### config.mk
export PLATFORM = sky130hd
export DESIGN_NAME = ext_irq_ctl
export DESIGN_NICKNAME = d
export VERILOG_FILES = /design/src/rtl/ext_irq_pkg.sv /design/src/rtl/ext_irq_sync.sv /design/src/rtl/ext_irq_ctrl.sv /design/src/rtl/ext_irq_dp.sv /design/src/rtl/ext_irq_ctl.sv
export SDC_FILE = /design/constraint.sdc
export NUM_CORES = 1
export LEC_CHECK = 0
export BUFFER_PORTS_ARGS = -buffer_cell sky130_fd_sc_hd__buf_2
export CORE_UTILIZATION = 48
export CTS_BUF_LIST = sky130_fd_sc_hd__clkbuf_4 sky130_fd_sc_hd__clkbuf_8 sky130_fd_sc_hd__clkbuf_16
export CTS_CLUSTER_SIZE = 25
export DETAILED_ROUTE_END_ITERATION = 16
export PLACE_DENSITY = 0.82
export SYNTH_ARGS = -nofsm -noshare
export SYNTH_HDL_FRONTEND = slang
export SYNTH_SLANG_ARGS = --single-unit
### constraint.sdc
create_clock -name clk -period 4.6 [get_ports clk]
set_input_delay 0.92 -clock clk [delete_from_list [all_inputs] [get_ports clk]]
set_output_delay 0.92 -clock clk [all_outputs]
set_load 0.03 [all_outputs]
### src/rtl/ext_irq_pkg.sv
package ext_irq_pkg;
  localparam int unsigned NUM_SRC   = 2;
  localparam int unsigned PRIO_W    = 3;
  localparam int unsigned DATA_W    = 16;
  localparam int unsigned ID_W      = (NUM_SRC > 1) ? $clog2(NUM_SRC) : 1;

  // Bit positions that software decodes
  localparam int unsigned EDGE_BIT  = 7;
  localparam int unsigned LEVEL_BIT = 4;
  localparam int unsigned MASK_BIT  = 3;

  typedef struct packed {
    logic              edgeEn;
    logic              levelMode;
    logic              mask;
    logic [PRIO_W-1:0] prio;
  } src_cfg_t;

  localparam src_cfg_t CFG_RESET = '{edgeEn: 1'b0, levelMode: 1'b0,
                                     mask: 1'b1, prio: {PRIO_W{1'b1}}};

  // Strobes from control to datapath
  typedef struct packed {
    logic [NUM_SRC-1:0] wrSel;
    logic [NUM_SRC-1:0] rdSel;
    logic [NUM_SRC-1:0] ackClr;
  } strobe_t;
endpackage

### src/rtl/ext_irq_sync.sv
module ext_irq_sync #(
  parameter int unsigned STAGES = 2
) (
  input  logic clk,
  input  logic rstN,
  input  logic din,
  output logic dout
);
  logic [STAGES-1:0] chain;

  always_ff @(posedge clk or negedge rstN) begin
    if (!rstN) chain <= '0;
    else       chain <= {chain[STAGES-2:0], din};
  end

  assign dout = chain[STAGES-1];
endmodule

### src/rtl/ext_irq_ctrl.sv
module ext_irq_ctrl
  import ext_irq_pkg::*;
#(
  parameter int unsigned          ADDR_W      = 8,
  parameter logic [ADDR_W-1:0]    BASE_ADDR   = 8'h3C,
  parameter int unsigned          ADDR_STRIDE = 2
) (
  input  logic              clk,
  input  logic              rstN,
  input  logic [ADDR_W-1:0] regAddr,
  input  logic              regWe,
  input  logic              ackValid,
  input  logic [ID_W-1:0]   ackId,
  output strobe_t           strb
);
  logic [NUM_SRC-1:0] hit;

  for (genvar g = 0; g < NUM_SRC; g++) begin : g_dec
    localparam logic [ADDR_W-1:0] MY_ADDR = BASE_ADDR + ADDR_W'(g * ADDR_STRIDE);
    assign hit[g]         = (regAddr == MY_ADDR);
    assign strb.ackClr[g] = ackValid && (ackId == ID_W'(g));
  end

  assign strb.rdSel = hit;
  assign strb.wrSel = hit & {NUM_SRC{regWe}};

  // at most one register selected per access
  a_r2_single_select: assert property (@(posedge clk) disable iff (!rstN)
    $onehot0(strb.wrSel) && $onehot0(strb.ackClr));
endmodule

### src/rtl/ext_irq_dp.sv
module ext_irq_dp
  import ext_irq_pkg::*;
(
  input  logic               clk,
  input  logic               rstN,
  input  strobe_t            strb,
  input  logic [DATA_W-1:0]  regWdata,
  input  logic [NUM_SRC-1:0] pinSync,
  output logic [DATA_W-1:0]  regRdata,
  output logic               irqReq,
  output logic [ID_W-1:0]    irqId
);
  src_cfg_t [NUM_SRC-1:0] cfgQ;
  logic [NUM_SRC-1:0] prevLvl, edgeLatch, riseHit, armEdge, pending, reqVec;

  always_comb begin
    for (int i = 0; i < NUM_SRC; i++) begin
      riseHit[i] = pinSync[i] & ~prevLvl[i];
      armEdge[i] = cfgQ[i].edgeEn & ~cfgQ[i].levelMode;
      pending[i] = cfgQ[i].levelMode ? pinSync[i] : (cfgQ[i].edgeEn & edgeLatch[i]);
      reqVec[i]  = pending[i] & ~cfgQ[i].mask;
    end
  end

  always_ff @(posedge clk or negedge rstN) begin
    if (!rstN) begin
      for (int i = 0; i < NUM_SRC; i++) cfgQ[i] <= CFG_RESET;
      prevLvl   <= '0;
      edgeLatch <= '0;
    end else begin
      prevLvl <= pinSync;
      for (int i = 0; i < NUM_SRC; i++) begin
        if (strb.wrSel[i]) begin
          cfgQ[i].edgeEn    <= regWdata[EDGE_BIT];
          cfgQ[i].levelMode <= regWdata[LEVEL_BIT];
          cfgQ[i].mask      <= regWdata[MASK_BIT];
          cfgQ[i].prio      <= regWdata[PRIO_W-1:0];
        end
        if (armEdge[i] && riseHit[i])  edgeLatch[i] <= 1'b1;
        else if (strb.ackClr[i])       edgeLatch[i] <= 1'b0;
      end
    end
  end

  // Read mux: reserved bits stay zero
  always_comb begin
    regRdata = '0;
    for (int i = 0; i < NUM_SRC; i++) begin
      if (strb.rdSel[i]) begin
        regRdata[EDGE_BIT]     = cfgQ[i].edgeEn;
        regRdata[LEVEL_BIT]    = cfgQ[i].levelMode;
        regRdata[MASK_BIT]     = cfgQ[i].mask;
        regRdata[PRIO_W-1:0]   = cfgQ[i].prio;
      end
    end
  end

  // Arbiter: lowest prio value, strict compare keeps lower index on tie
  logic [PRIO_W-1:0] bestPrio;
  always_comb begin
    irqReq   = 1'b0;
    irqId    = '0;
    bestPrio = '1;
    for (int i = 0; i < NUM_SRC; i++) begin
      if (reqVec[i] && (!irqReq || cfgQ[i].prio < bestPrio)) begin
        irqReq   = 1'b1;
        irqId    = ID_W'(i);
        bestPrio = cfgQ[i].prio;
      end
    end
  end

  // the granted source never loses to another requester
  always_comb begin
    for (int i = 0; i < NUM_SRC; i++) begin
      if (rstN && irqReq && reqVec[i]) begin
        a_r9_best_prio: assert (cfgQ[irqId].prio <= cfgQ[i].prio);
      end
    end
  end

  // a masked source is never granted
  a_r4_mask_blocks: assert property (@(posedge clk) disable iff (!rstN)
    irqReq |-> !cfgQ[irqId].mask);

  for (genvar g = 0; g < NUM_SRC; g++) begin : g_chk
    // a latched edge survives until its acknowledge
    a_r6_edge_hold: assert property (@(posedge clk) disable iff (!rstN)
      edgeLatch[g] && !strb.ackClr[g] |=> edgeLatch[g]);
    // acknowledge without a fresh edge empties the latch
    a_r7_ack_clears: assert property (@(posedge clk) disable iff (!rstN)
      strb.ackClr[g] && !(armEdge[g] && riseHit[g]) |=> !edgeLatch[g]);
    // no latching outside edge mode
    a_r8_no_latch_off: assert property (@(posedge clk) disable iff (!rstN)
      !edgeLatch[g] && !armEdge[g] |=> !edgeLatch[g]);
  end
endmodule

### src/rtl/ext_irq_ctl.sv
module ext_irq_ctl
  import ext_irq_pkg::*;
#(
  parameter int unsigned          ADDR_W      = 8,
  parameter logic [ADDR_W-1:0]    BASE_ADDR   = 8'h3C,
  parameter int unsigned          ADDR_STRIDE = 2,
  parameter int unsigned          SYNC_STAGES = 2
) (
  input  logic               clk,
  input  logic               rstN,
  input  logic [ADDR_W-1:0]  regAddr,
  input  logic               regWe,
  input  logic [DATA_W-1:0]  regWdata,
  output logic [DATA_W-1:0]  regRdata,
  input  logic [NUM_SRC-1:0] irqPin,
  output logic               irqReq,
  output logic [ID_W-1:0]    irqId,
  input  logic               ackValid,
  input  logic [ID_W-1:0]    ackId
);
  strobe_t            strb;
  logic [NUM_SRC-1:0] pinSync;

  for (genvar g = 0; g < NUM_SRC; g++) begin : g_sync
    ext_irq_sync #(.STAGES(SYNC_STAGES)) u_sync (
      .clk(clk), .rstN(rstN), .din(irqPin[g]), .dout(pinSync[g]));
  end

  ext_irq_ctrl #(.ADDR_W(ADDR_W), .BASE_ADDR(BASE_ADDR), .ADDR_STRIDE(ADDR_STRIDE)) u_ctrl (
    .clk(clk), .rstN(rstN), .regAddr(regAddr), .regWe(regWe),
    .ackValid(ackValid), .ackId(ackId), .strb(strb));

  ext_irq_dp u_dp (
    .clk(clk), .rstN(rstN), .strb(strb), .regWdata(regWdata), .pinSync(pinSync),
    .regRdata(regRdata), .irqReq(irqReq), .irqId(irqId));
endmodule

# Yosys cells after proc, flatten, opt, wreduce, memory -nomap -nowiden
# Index checks and enable logic that the tools add are counted.
# W data, S select, Z words.
dict set report word_totals {
  in_bits 31
  elab_cells 55
  register_bits 20
  out_inout_bits 18
}
dict set report classes {
  magnitude_cmp 1
  reduce_logical 9
  n_mux 14
  bitwise_logic 16
  n_eq_ne 2
}
# op count
set ops {}
lappend ops {{$eq A8 B6 Y1 const B} 2}
lappend ops {{$mux W1} 11}
lappend ops {{$mux W5} 2}
lappend ops {{$and A1 B1 Y1} 8}
lappend ops {{$not A1 Y1} 7}
lappend ops {{$logic_and A1 B1 Y1} 5}
lappend ops {{$reduce_bool A2 Y1} 2}
lappend ops {{$lt A3 B3 Y1} 1}
lappend ops {{$mux W3} 1}
lappend ops {{$and A2 B2 Y2} 1}
lappend ops {{$logic_not A1 Y1} 1}
lappend ops {{$logic_or A1 B1 Y1} 1}

# Depth between registers and ports, before layout
# Gate-level depths: netlist of run 1.
dict set report depth {
  depth_word 8
  ltp_mapped 6
}

# Cells and area by module
# A second synthesis of run 1 with hierarchy kept.
dict set report hier_totals {
  hier_cells 90
  area_unflattened_um2 1049.8
}
# mod seq_area_each_um2 instances cells_each area_each_um2
set by_module_without_submodules {}
lappend by_module_without_submodules {ext_irq_dp 410.4 1 76 872.1}
lappend by_module_without_submodules {ext_irq_sync 50.0 2 2 50.0}
lappend by_module_without_submodules {ext_irq_ctrl 0.0 1 10 77.6}

# Worst setup path after synthesis of run 1
# OpenSTA, ideal clock, no wires.
dict set report synth_path {
  kind {in2out}
  from {input regAddr[0]}
  to {output regRdata[0]}
  arrival_ns 2.180
  setup_slack_ns 1.500
  stages 4
  required_ns 3.680
  cell_sequence {or3_4 or2_2 clkbuf_1 nor2_1}
}
dict set report synth_via {
  elab_chain_len 3
  elab_cells_between_ends 4
  classes_between {eq/ne (2); mux (2)}
}
# item line_no
set synth_lines {}
lappend synth_lines {{start: declaration} ext_irq_ctl.sv:11} ;# input logic [ADDR_W-1:0] regAddr,
lappend synth_lines {{$eq A8 B6 Y1} ext_irq_ctrl.sv:20} ;# assign hit[g] = (regAddr == MY_ADDR);
lappend synth_lines {{$mux W5} ext_irq_dp.sv:49} ;# if (strb.rdSel[i]) begin
lappend synth_lines {{$mux W5 *} ext_irq_dp.sv:49}
lappend synth_lines {{end: declaration} ext_irq_ctl.sv:14} ;# output logic [DATA_W-1:0] regRdata,
# Mark *: on every way between the ends. The rest lies on a longest branch, timed or not.

# Worst setup path in the final report of run 1
dict set report layout_path {
  from {input regAddr[0]}
  to {output regRdata[1]}
}
# Same word-level chain as after synthesis.

==> impl_metrics.tcl, run 1 <==
set metrics [dict create \
    run_status "completed" \
    cp_slowest_cell "or3_4" \
    seq_area_sq_um 510 \
    drive_gt1_share_pct 47.4 \
    start_kind "input port" \
    finalMaxSlewViolations 0 \
    tritoncts "yes" \
    port_buffers 28 \
    r2r_slack_ns 3.73 \
    r2r_start "u_dp.cfgQ[10]" \
    wl_per_cell_um 12.3 \
    synthToLayoutAreaGrowth_pct 14.5 \
    dr_total_vias 714 \
    crit_fanout 6 \
    cts_buffers 3 \
    power.total_w 0.000318 \
    grt_pass1_wl_um 3020 \
    path_cells "buf_2 > or3_4 > or2_2 > nor2_1 > buf_2" \
    cp-end-kind "output port" \
    drtAntennaViolNets 0 \
    hold_viol 0 \
    min_delay_worst_endpoint "g_sync[0].u_sync.chain[1]" \
    dp_hpwl_um 1360 \
    cp_common_cell "buf_2" \
    hold_class "reg2reg" \
    clkSlewWorstSetupHoldPaths_ns 0.10 \
    rsz0062_at_grt "false" \
    overflow 0 \
    fp.dieH_um 48.4 \
    avgSynthCellArea_sq_um 11.9 \
    multi_input_area_sq_um 467 \
    fin_skew_ns 0.00582 \
    rows 16 \
    cts_buffer_depth 2 \
    reg2reg_depth 2 \
    core_area_sq_um 2000 \
    crit_required_ns 3.68 \
    syn_area_sq_um 1030 \
    yosys_warnings 0 \
    remaining_drc_errors 0 \
    clock_sinks 20 \
    track_usage_pct 16.7 \
    hold_slack_ns 0.361 \
    synthCells 87 \
    htree_levels 1 \
    power.leakage_nw 0.612 \
    vias_per_cell 4.99 \
    ys_types 26 \
    nNetsFinal 150 \
    grt_max_degree 21 \
    dieArea_sq_um 2350 \
    finalSetupTns_ns 0 \
    ctsRootBufferMaster "clkbuf_4" \
    clock_latency_ns 0.29 \
    hold_buffers 0 \
    grt_pass1_vias 702 \
    setup_viol 0 \
    fin_cells 143 \
    cp.arrival_ns 2.15 \
    initial_core_util_pct 51.7 \
    ys_seq_elements 20 \
    first_iter_violations 5 \
    fillers 177 \
    power_density_nw_per_um2 269 \
    slowest_delay_ns 0.41 \
    whs_path_depth 0 \
    layout_min_cycle_time_ns 3.07 \
    peakVddDrop_uv 246 \
    antenna_cells 0 \
    cap_violations 0 \
    die_w_um 48.4 \
    drt-total-wl_um 1760 \
    first_pass_iters 4 \
    r2r_end "u_dp.edgeLatch[1]" \
    placed_cells 139 \
    cts_setup_buffers 0 \
    crit_type "in2out" \
    ios 49 \
    synth-seq-area-share_pct 49.3 \
    antenna_found_initial 0 \
    worstHoldStart "g_sync[0].u_sync.chain[0]" \
    fin_crit_sh_pct 66.8 \
    place_congestion 0.708 \
    fmax_mhz 326 \
    cts-resized-gates 0 \
]
## logic make-up after synthesis
| family | synth area share, % |
|---|---|
| fa+ha+maj | 2.42 |
| compound gates | 4.72 |
| mux | 18.9 |
| simple gates | 15.5 |
| flops | 49.3 |
| other cells | 0.362 |
| buf+inv | 8.83 |
## synthesized netlist by cell type
| cell type | instances | area share [%] |
|---|---|---|
| nor4bb_1 | 1 | 0.97 |
| a21oi_1 | 1 | 0.48 |
| mux2_2 | 12 | 13 |
| ha_1 | 2 | 2.4 |
| nor3_4 | 1 | 1.6 |
| or2_2 | 1 | 0.60 |
| nor4_4 | 1 | 2.1 |
| nand4_1 | 1 | 0.60 |
| nand4bb_1 | 1 | 1.1 |
| nand2_1 | 6 | 2.2 |
| nand2b_1 | 1 | 0.60 |
| conb_1 | 1 | 0.36 |
| o21ai_0 | 1 | 0.48 |
| mux2i_1 | 6 | 5.8 |
| clkbuf_1 | 1 | 0.36 |
| buf_2 | 1 | 0.48 |
| a211oi_1 | 1 | 0.73 |
| nor2_1 | 9 | 3.3 |
| dfstp_2 | 8 | 20 |
| o31a_1 | 1 | 0.85 |
| inv_1 | 2 | 0.73 |
| dfrtp_1 | 12 | 29 |
| nand3b_1 | 2 | 1.5 |
| or3_4 | 1 | 1.1 |
| a21o_1 | 3 | 2.2 |
| buf_4 | 10 | 7.3 |
## power by group
| part | leakage (nW) | switching (W) | internal (W) |
|---|---|---|---|
| Clock | 0.0154 | 0.0000501 | 0.0000315 |
| Combinational | 0.361 | 0.0000269 | 0.0000165 |
| Sequential | 0.235 | 0.00000612 | 0.000187 |
## worst max-delay path by stage
stage	start	endpoint	slack, ns	cells after the start
floorplan	regAddr[0]	regRdata[0]	1.50	4
global placement	regAddr[0]	regRdata[3]	1.57	5
detailed placement	regAddr[0]	regRdata[1]	1.52	5
global route	regAddr[0]	regRdata[1]	1.48	5
CTS	regAddr[0]	regRdata[1]	1.52	5
finish	regAddr[0]	regRdata[1]	1.53	5
## through the flow
stage | setup WS (ns) | area, sq um | util (%)
6_report | 1.53 | 1180 | 59.2
5_1_grt | 1.48 | 1180 | 59.2
4_1_cts | 1.52 | 1180 | 59.2
3_5_place_dp | 1.52 | 1160 | 57.9
3_3_place_gp | 1.57 | 1160 | 57.9
2_1_floorplan | 1.50 | 1070 | -
## layout make-up
| cell class | instances | share of cell area, % |
|---|---|---|
| clock inverter | 1 | 0.317 |
| timing repair buffer | 28 | 11.8 |
| sequential | 20 | 43.1 |
| multi-input combinational | 62 | 39.4 |
| inverter | 2 | 0.634 |
| clock buffer | 3 | 1.90 |
| tap | 27 | 2.85 |
## metal layers
| layer | vias to the layer above | track usage [%] | wire length [um] | share of wire [%] |
|---|---|---|---|---|
| li1 | 336 | - | - | - |
| met1 | 345 | 19.8 | 744 | 42 |
| met2 | 31 | 30.5 | 895 | 51 |
| met3 | 2 | 3.46 | 105 | 6.0 |
| met4 | 0 | 4.41 | 14 | 0.80 |
| met5 | - | 0 | 0 | 0 |
## sequential cells by signal, summed over array words and instances, names as in the netlist
| name | count |
|---|---|
| u_dp.cfgQ | 12 |
| u_dp.edgeLatch | 2 |
| g_sync.u_sync.chain | 4 |
| u_dp.prevLvl | 2 |
## critical path, delay by kind of cell
| kind | cells | cell delay, ns |
|---|---|---|
| buffers and inverters | 2 | 0.30 |
| and+or+nand+nor | 3 | 0.92 |
## cell usage in the layout, fill, tap and decap left out, types with 2 or more instances in the layout
cell type and n:
dfrtp_1 12, dfstp_2 8, nand3b_1 2, clkbuf_4 3
ha_1 2, buf_2 28, inv_1 2, nor2_1 9
mux2i_1 6, mux2_2 12, conb_1 10, nand2_1 6
a21o_1 3
No activity file was read; power rests on OpenSTA's default activity.
==> run 2: changes to the inputs <==
--- a/config.mk
+++ b/config.mk
@@ -6,11 +6,11 @@
 export NUM_CORES = 1
 export LEC_CHECK = 0
 export BUFFER_PORTS_ARGS = -buffer_cell sky130_fd_sc_hd__buf_2
-export CORE_UTILIZATION = 48
+export CORE_UTILIZATION = 45
 export CTS_BUF_LIST = sky130_fd_sc_hd__clkbuf_4 sky130_fd_sc_hd__clkbuf_8 sky130_fd_sc_hd__clkbuf_16
 export CTS_CLUSTER_SIZE = 25
 export DETAILED_ROUTE_END_ITERATION = 16
-export PLACE_DENSITY = 0.82
+export PLACE_DENSITY = 0.78
 export SYNTH_ARGS = -nofsm -noshare
 export SYNTH_HDL_FRONTEND = slang
 export SYNTH_SLANG_ARGS = --single-unit
==> constraint.sdc (replaced) <==
create_clock -name clk -period 3 [get_ports clk]
set_input_delay 0.6 -clock clk [delete_from_list [all_inputs] [get_ports clk]]
set_output_delay 0.6 -clock clk [all_outputs]
set_load 0.03 [all_outputs]
==> run 2 against run 1 <==
- total power increased by 81%
- sequential power increased by 54%
- global-route usage decreased by 1.6 points
- count of clock-buffer cells in the layout unchanged
- die area increased by 6.4%
==> impl_metrics.tcl, run 2 (synthesized netlist as in run 1, its figures left out) <==
set metrics [dict create \
    layout_min_cycle_time_ns 2.64 \
    wl_per_cell_um 11.9 \
    fp.dieH_um 50.0 \
    first_pass_iters 4 \
    drt-total-wl_um 1710 \
    die_w_um 50.0 \
    worst_pin_slew_ns 0.515 \
    port_buffers 28 \
    vias_per_cell 4.97 \
    track_usage_pct 15.1 \
    antenna_found_initial 0 \
    setup_viol 0 \
    grt_pass1_vias 696 \
    place_congestion 0.716 \
    power.leakage_nw 0.624 \
    critical_path_buf_inv_count 1 \
    cp.arrival_ns 2.04 \
    ios 49 \
    finalMaxSlewViolations 0 \
    run_status "completed" \
    overflow 0 \
    finalSetupTns_ns 0 \
    cp-end-kind "output port" \
    hold_buffers 0 \
    cts_setup_buffers 0 \
    top_usage_layer "met2" \
    clkSlewWorstSetupHoldPaths_ns 0.11 \
    ctsRootBufferMaster "clkbuf_4" \
    remaining_drc_errors 0 \
    drtAntennaViolNets 0 \
    met1_usage_pct 17.8 \
    rows 16 \
    initial_core_util_pct 50.2 \
    htree_levels 1 \
    dp_hpwl_um 1330 \
    grt_pass1_wl_um 2790 \
    drive_gt1_share_pct 48.3 \
    top_register "u_dp.cfgQ" \
    slowest_delay_ns 0.43 \
    fin_skew_ns 0.00181 \
    cts_buffers 3 \
    tritoncts "yes" \
    cts-resized-gates 0 \
    use_met2_pct 27.5 \
    peakVddDrop_uv 345 \
    power.total_w 0.000578 \
    start_kind "flip-flop" \
    first_iter_violations 3 \
    slew-limit-headroom_pct 65.4 \
    synthToLayoutAreaGrowth_pct 17.0 \
    crit_fanout 5 \
    grt_max_degree 21 \
    dieArea_sq_um 2500 \
    cts_buffer_depth 2 \
    final_cell_mix "buf_2, mux2_2, dfrtp_1" \
    r2r_start "u_dp.cfgQ[10]" \
    hold_class "in2async" \
    clock_latency_ns 0.29 \
    crit_type "reg2out" \
    rsz0062_at_grt "false" \
    fmax_mhz 379 \
    grtUsageMet3_pct 1.85 \
    reg_top3 "u_dp.cfgQ: 12 flops, g_sync.u_sync.chain: 4 flops" \
    path_cells "nand3b_1 > a21o_1 > nor2_1 > ha_1 > a211oi_1 > o31a_1 > buf_2" \
    core_area_sq_um 2060 \
    cp_slowest_cell "dfrtp_1" \
    fin_crit_sh_pct 88.0 \
    hold_viol 0 \
    nNetsFinal 150 \
    antenna_cells 0 \
    cap_violations 0 \
    final_common_cell "buf_2" \
    path_delay_family "compound AO/OA/AOI/OAI gates" \
    largest_reg_flops 12 \
    crit_start "u_dp.cfgQ[4]" \
    utilization_pct 58.7 \
    dr_total_vias 710 \
    crit_required_ns 2.40 \
    power_density_nw_per_um2 477 \
    clock_sinks 20 \
]
[run 2: cell types whose count changed in the layout (fill, tap and decap cells not counted)]
cell / delta
bufinv_16: +1
clkinv_1: -1
[run 2: power breakdown]
part           internal (W)  switching [W]  total [W]
Combinational     0.0000253      0.0000409  0.0000663
Sequential         0.000287     0.00000945   0.000297
Clock              0.000135      0.0000802   0.000215
Total              0.000447       0.000131   0.000578
[run 2: final cells by class]
class                           count  area, sq um
Fill cell                         192          851
Sequential cell                    20          510
Multi-Input combinational cell     62          467
Timing Repair Buffer               28          140
Tap cell                           27         33.8
Clock inverter                      1         30.0
Clock buffer                        3         22.5
Inverter                            2         7.51
[run 2: metrics by stage]
stage / setup slack, ns / cell area [sq um] / cells / hold slack [ns]
2_1_floorplan: 0.540 / 1070 / 96 / 0.304
3_3_place_gp: 0.606 / 1160 / 139 / 0.334
3_5_place_dp: 0.589 / 1160 / 139 / 0.340
4_1_cts: 0.350 / 1210 / 143 / 0.230
5_1_grt: 0.247 / 1210 / 143 / 0.233
6_report: 0.361 / 1210 / 143 / 0.227
[run 2: final timing paths]
| kind | slack, ns | end | depth (start not counted) |
|---|---|---|---|
| worst max register to register | 2.07 | u_dp.edgeLatch[1] | 2 |
| worst min-delay path | 0.23 | u_dp.cfgQ[11] | 1 |
| max in group asynchronous | 2.44 | u_dp.cfgQ[8] | 1 |
| min in group clk | 0.36 | g_sync[0].u_sync.chain[1] | 0 |
| worst max-delay path | 0.36 | irqId | 7 |
| worst min register to register | 0.36 | g_sync[0].u_sync.chain[1] | 0 |
[run 2: layer usage]
layer | part of all wire [%] | wire, um | vias up
met5 | 0 | 0 | -
met4 | 0.35 | 6 | 0
met3 | 5.8 | 99 | 2
met2 | 52 | 883 | 33
met1 | 42 | 715 | 337
li1 | - | - | 338
[run 2: worst reg2reg max path: stages (launching register included)]
cell and delay, ns:
dfrtp_1 0.44, nor4bb_1 0.32, a21o_1 0.12
==> run 3: changes to the inputs <==
--- a/config.mk
+++ b/config.mk
@@ -6,11 +6,11 @@
 export NUM_CORES = 1
 export LEC_CHECK = 0
 export BUFFER_PORTS_ARGS = -buffer_cell sky130_fd_sc_hd__buf_2
-export CORE_UTILIZATION = 45
+export CORE_UTILIZATION = 41
 export CTS_BUF_LIST = sky130_fd_sc_hd__clkbuf_4 sky130_fd_sc_hd__clkbuf_8 sky130_fd_sc_hd__clkbuf_16
 export CTS_CLUSTER_SIZE = 25
 export DETAILED_ROUTE_END_ITERATION = 16
-export PLACE_DENSITY = 0.78
+export PLACE_DENSITY_LB_ADDON = 0.12
 export SYNTH_ARGS = -nofsm -noshare
 export SYNTH_HDL_FRONTEND = slang
 export SYNTH_SLANG_ARGS = --single-unit
==> constraint.sdc (replaced) <==
create_clock -name clk -period 2.3 [get_ports clk]
set_input_delay 0.46 -clock clk [delete_from_list [all_inputs] [get_ports clk]]
set_output_delay 0.46 -clock clk [all_outputs]
set_load 0.03 [all_outputs]
==> run 3 against run 2 <==
- sequential cell count unchanged
- routed wire length increased by 4.6%
- final area up 0.72%
- worst hold slack lost 0.14 ns
- sequential power up 30%
- global-route usage rose by 1.3 points
- die area grew 9.4%
- combinational power rose by 37%
- sequential share of layout area down 0.30 points
- worst setup slack worse by 0.38 ns
- the run now ends with negative setup slack left
- non-clock buffer count increased by 3
==> impl_metrics.tcl, run 3 (synthesized netlist as in run 1, its figures left out) <==
set metrics [dict create \
    run_status "finished with violations" \
    violations "negative setup slack" \
    fin_crit_sh_pct 101 \
    clock_latency_ns 0.30 \
    path_depth 7 \
    grt_pass1_vias 677 \
    hold_slack_ns 0.0858 \
    first_pass_iters 4 \
    final_common_cell "buf_2" \
    largest_reg_flops 12 \
    drt-total-wl_um 1780 \
    drive_gt1_share_pct 49.6 \
    synthToLayoutAreaGrowth_pct 17.9 \
    path_delay_family "compound AO/OA/AOI/OAI gates" \
    grt_pass1_wl_um 3120 \
    rows 17 \
    dieArea_sq_um 2730 \
    fp.dieH_um 52.2 \
    ctsRootBufferMaster "clkbuf_4" \
    rsz0062_at_grt "true" \
    fin_skew_ns 0.00190 \
    dp_hpwl_um 1330 \
    drtAntennaViolNets 0 \
    cp.arrival_ns 1.86 \
    antenna_found_initial 0 \
    final_cell_mix "buf_2, mux2_2, dfrtp_1" \
    hold_class "in2async" \
    remaining_drc_errors 0 \
    design_area_sq_um 1220 \
    peakVddDrop_uv 391 \
    ios 49 \
    cap_violations 0 \
    worst_pin_slew_ns 0.531 \
    cts_buffers 3 \
    initial_core_util_pct 45.0 \
    cts_buffer_depth 2 \
    hold_buffers 0 \
    dr_total_vias 716 \
    grt_max_degree 21 \
    crit_fanout 3 \
    power_density_nw_per_um2 528 \
    crit_required_ns 1.84 \
    reg2reg_depth 2 \
    critical_path_buf_inv_count 1 \
    track_usage_pct 16.3 \
    crit_type "reg2out" \
    dpl_cell_area_sq_um 1170 \
    die_w_um 52.2 \
    tritoncts "yes" \
    start_kind "flip-flop" \
    fillers 219 \
    top_register "u_dp.cfgQ" \
    overflow 0 \
    fmax_mhz 431 \
    cp_slowest_cell "dfrtp_1" \
    cp-end-kind "output port" \
    setup_viol 1 \
    layout_min_cycle_time_ns 2.32 \
    power.total_w 0.000644 \
    vias_per_cell 4.87 \
    timing.final.ws_setup_ns -0.0197 \
    wl_per_cell_um 12.1 \
    hold_viol 0 \
    nNetsFinal 153 \
    slowest_delay_ns 0.41 \
    finalMaxSlewViolations 0 \
    htree_levels 1 \
    slew-limit-headroom_pct 64.3 \
    clock_sinks 20 \
    first_iter_violations 7 \
    antenna_cells 0 \
    core_area_sq_um 2300 \
    place_congestion 0.713 \
    clkSlewWorstSetupHoldPaths_ns 0.11 \
    reg_top3 "u_dp.cfgQ: 12 flops, g_sync.u_sync.chain: 4 flops" \
    path_cells "nand3b_1 > a21o_1 > nor2_1 > ha_1 > a211oi_2 > o31a_1 > buf_6" \
    port_buffers 28 \
    power.leakage_nw 0.627 \
]
## run 3: cell count changes in the layout (fill, tap and decap cells not counted), sizes merged
cell and delta:
bufinv -1, buf +3, clkinv +1
## run 3: power breakdown
| part | total [W] | leakage, nW | switching (W) | internal (W) |
|---|---|---|---|---|
| clock | 0.000167 | 0.0154 | 0.000104 | 0.0000632 |
| combinational | 0.0000911 | 0.377 | 0.0000546 | 0.0000365 |
| sequential | 0.000386 | 0.235 | 0.0000118 | 0.000374 |
## run 3: stage by stage
step | worst slack, ns | util [%] | cells | TNS, ns
finish | -0.0197 | 53.1 | 147 | -0.0197
global route | -0.180 | 53.1 | 147 | -0.180
CTS | -0.0573 | 53.1 | 147 | -0.0573
detailed placement | 0.153 | 50.8 | 141 | 0
global placement | 0.157 | 50.8 | 141 | 0
floorplan | 0.120 | - | 96 | 0
## run 3: timing repair
item | CTS | global route
pin swaps | 2 | 0
setup endpoints to repair | 1 | 1
resized for setup | 3 | 0
buffers inserted | 2 | 0
gates cloned | 0 | 0
## run 3: cell type report
| class | count | area [sq um] | area share [%] |
|---|---|---|---|
| clock inverter | 1 | 3.75 | 0.308 |
| timing repair buffer | 31 | 169 | 13.8 |
| multi-input combinational | 62 | 472 | 38.7 |
| inverter | 2 | 7.51 | 0.615 |
| tap | 28 | 35.0 | 2.87 |
| sequential | 20 | 510 | 41.8 |
| clock buffer | 3 | 22.5 | 1.85 |
## run 3: worst paths after layout
check / start / end / slack (ns)
worst min-delay path: rstN / g_sync[0].u_sync.chain[0] / 0.09
min in group clk: irqPin[1] / g_sync[1].u_sync.chain[0] / 0.26
worst max-delay path: u_dp.cfgQ[4] / irqId / -0.02
worst min register to register: g_sync[0].u_sync.chain[0] / g_sync[0].u_sync.chain[1] / 0.36
worst max register to register: u_dp.cfgQ[4] / u_dp.cfgQ[4] / 1.39
max in group asynchronous: rstN / u_dp.cfgQ[9] / 1.88
## run 3: metal layers
layer	global-route usage [%]	up-vias	wire length [um]
met5	0	-	0
met4	9.21	0	38
met3	3.19	5	111
met2	24.8	32	798
met1	21.7	333	834
li1	-	346	-
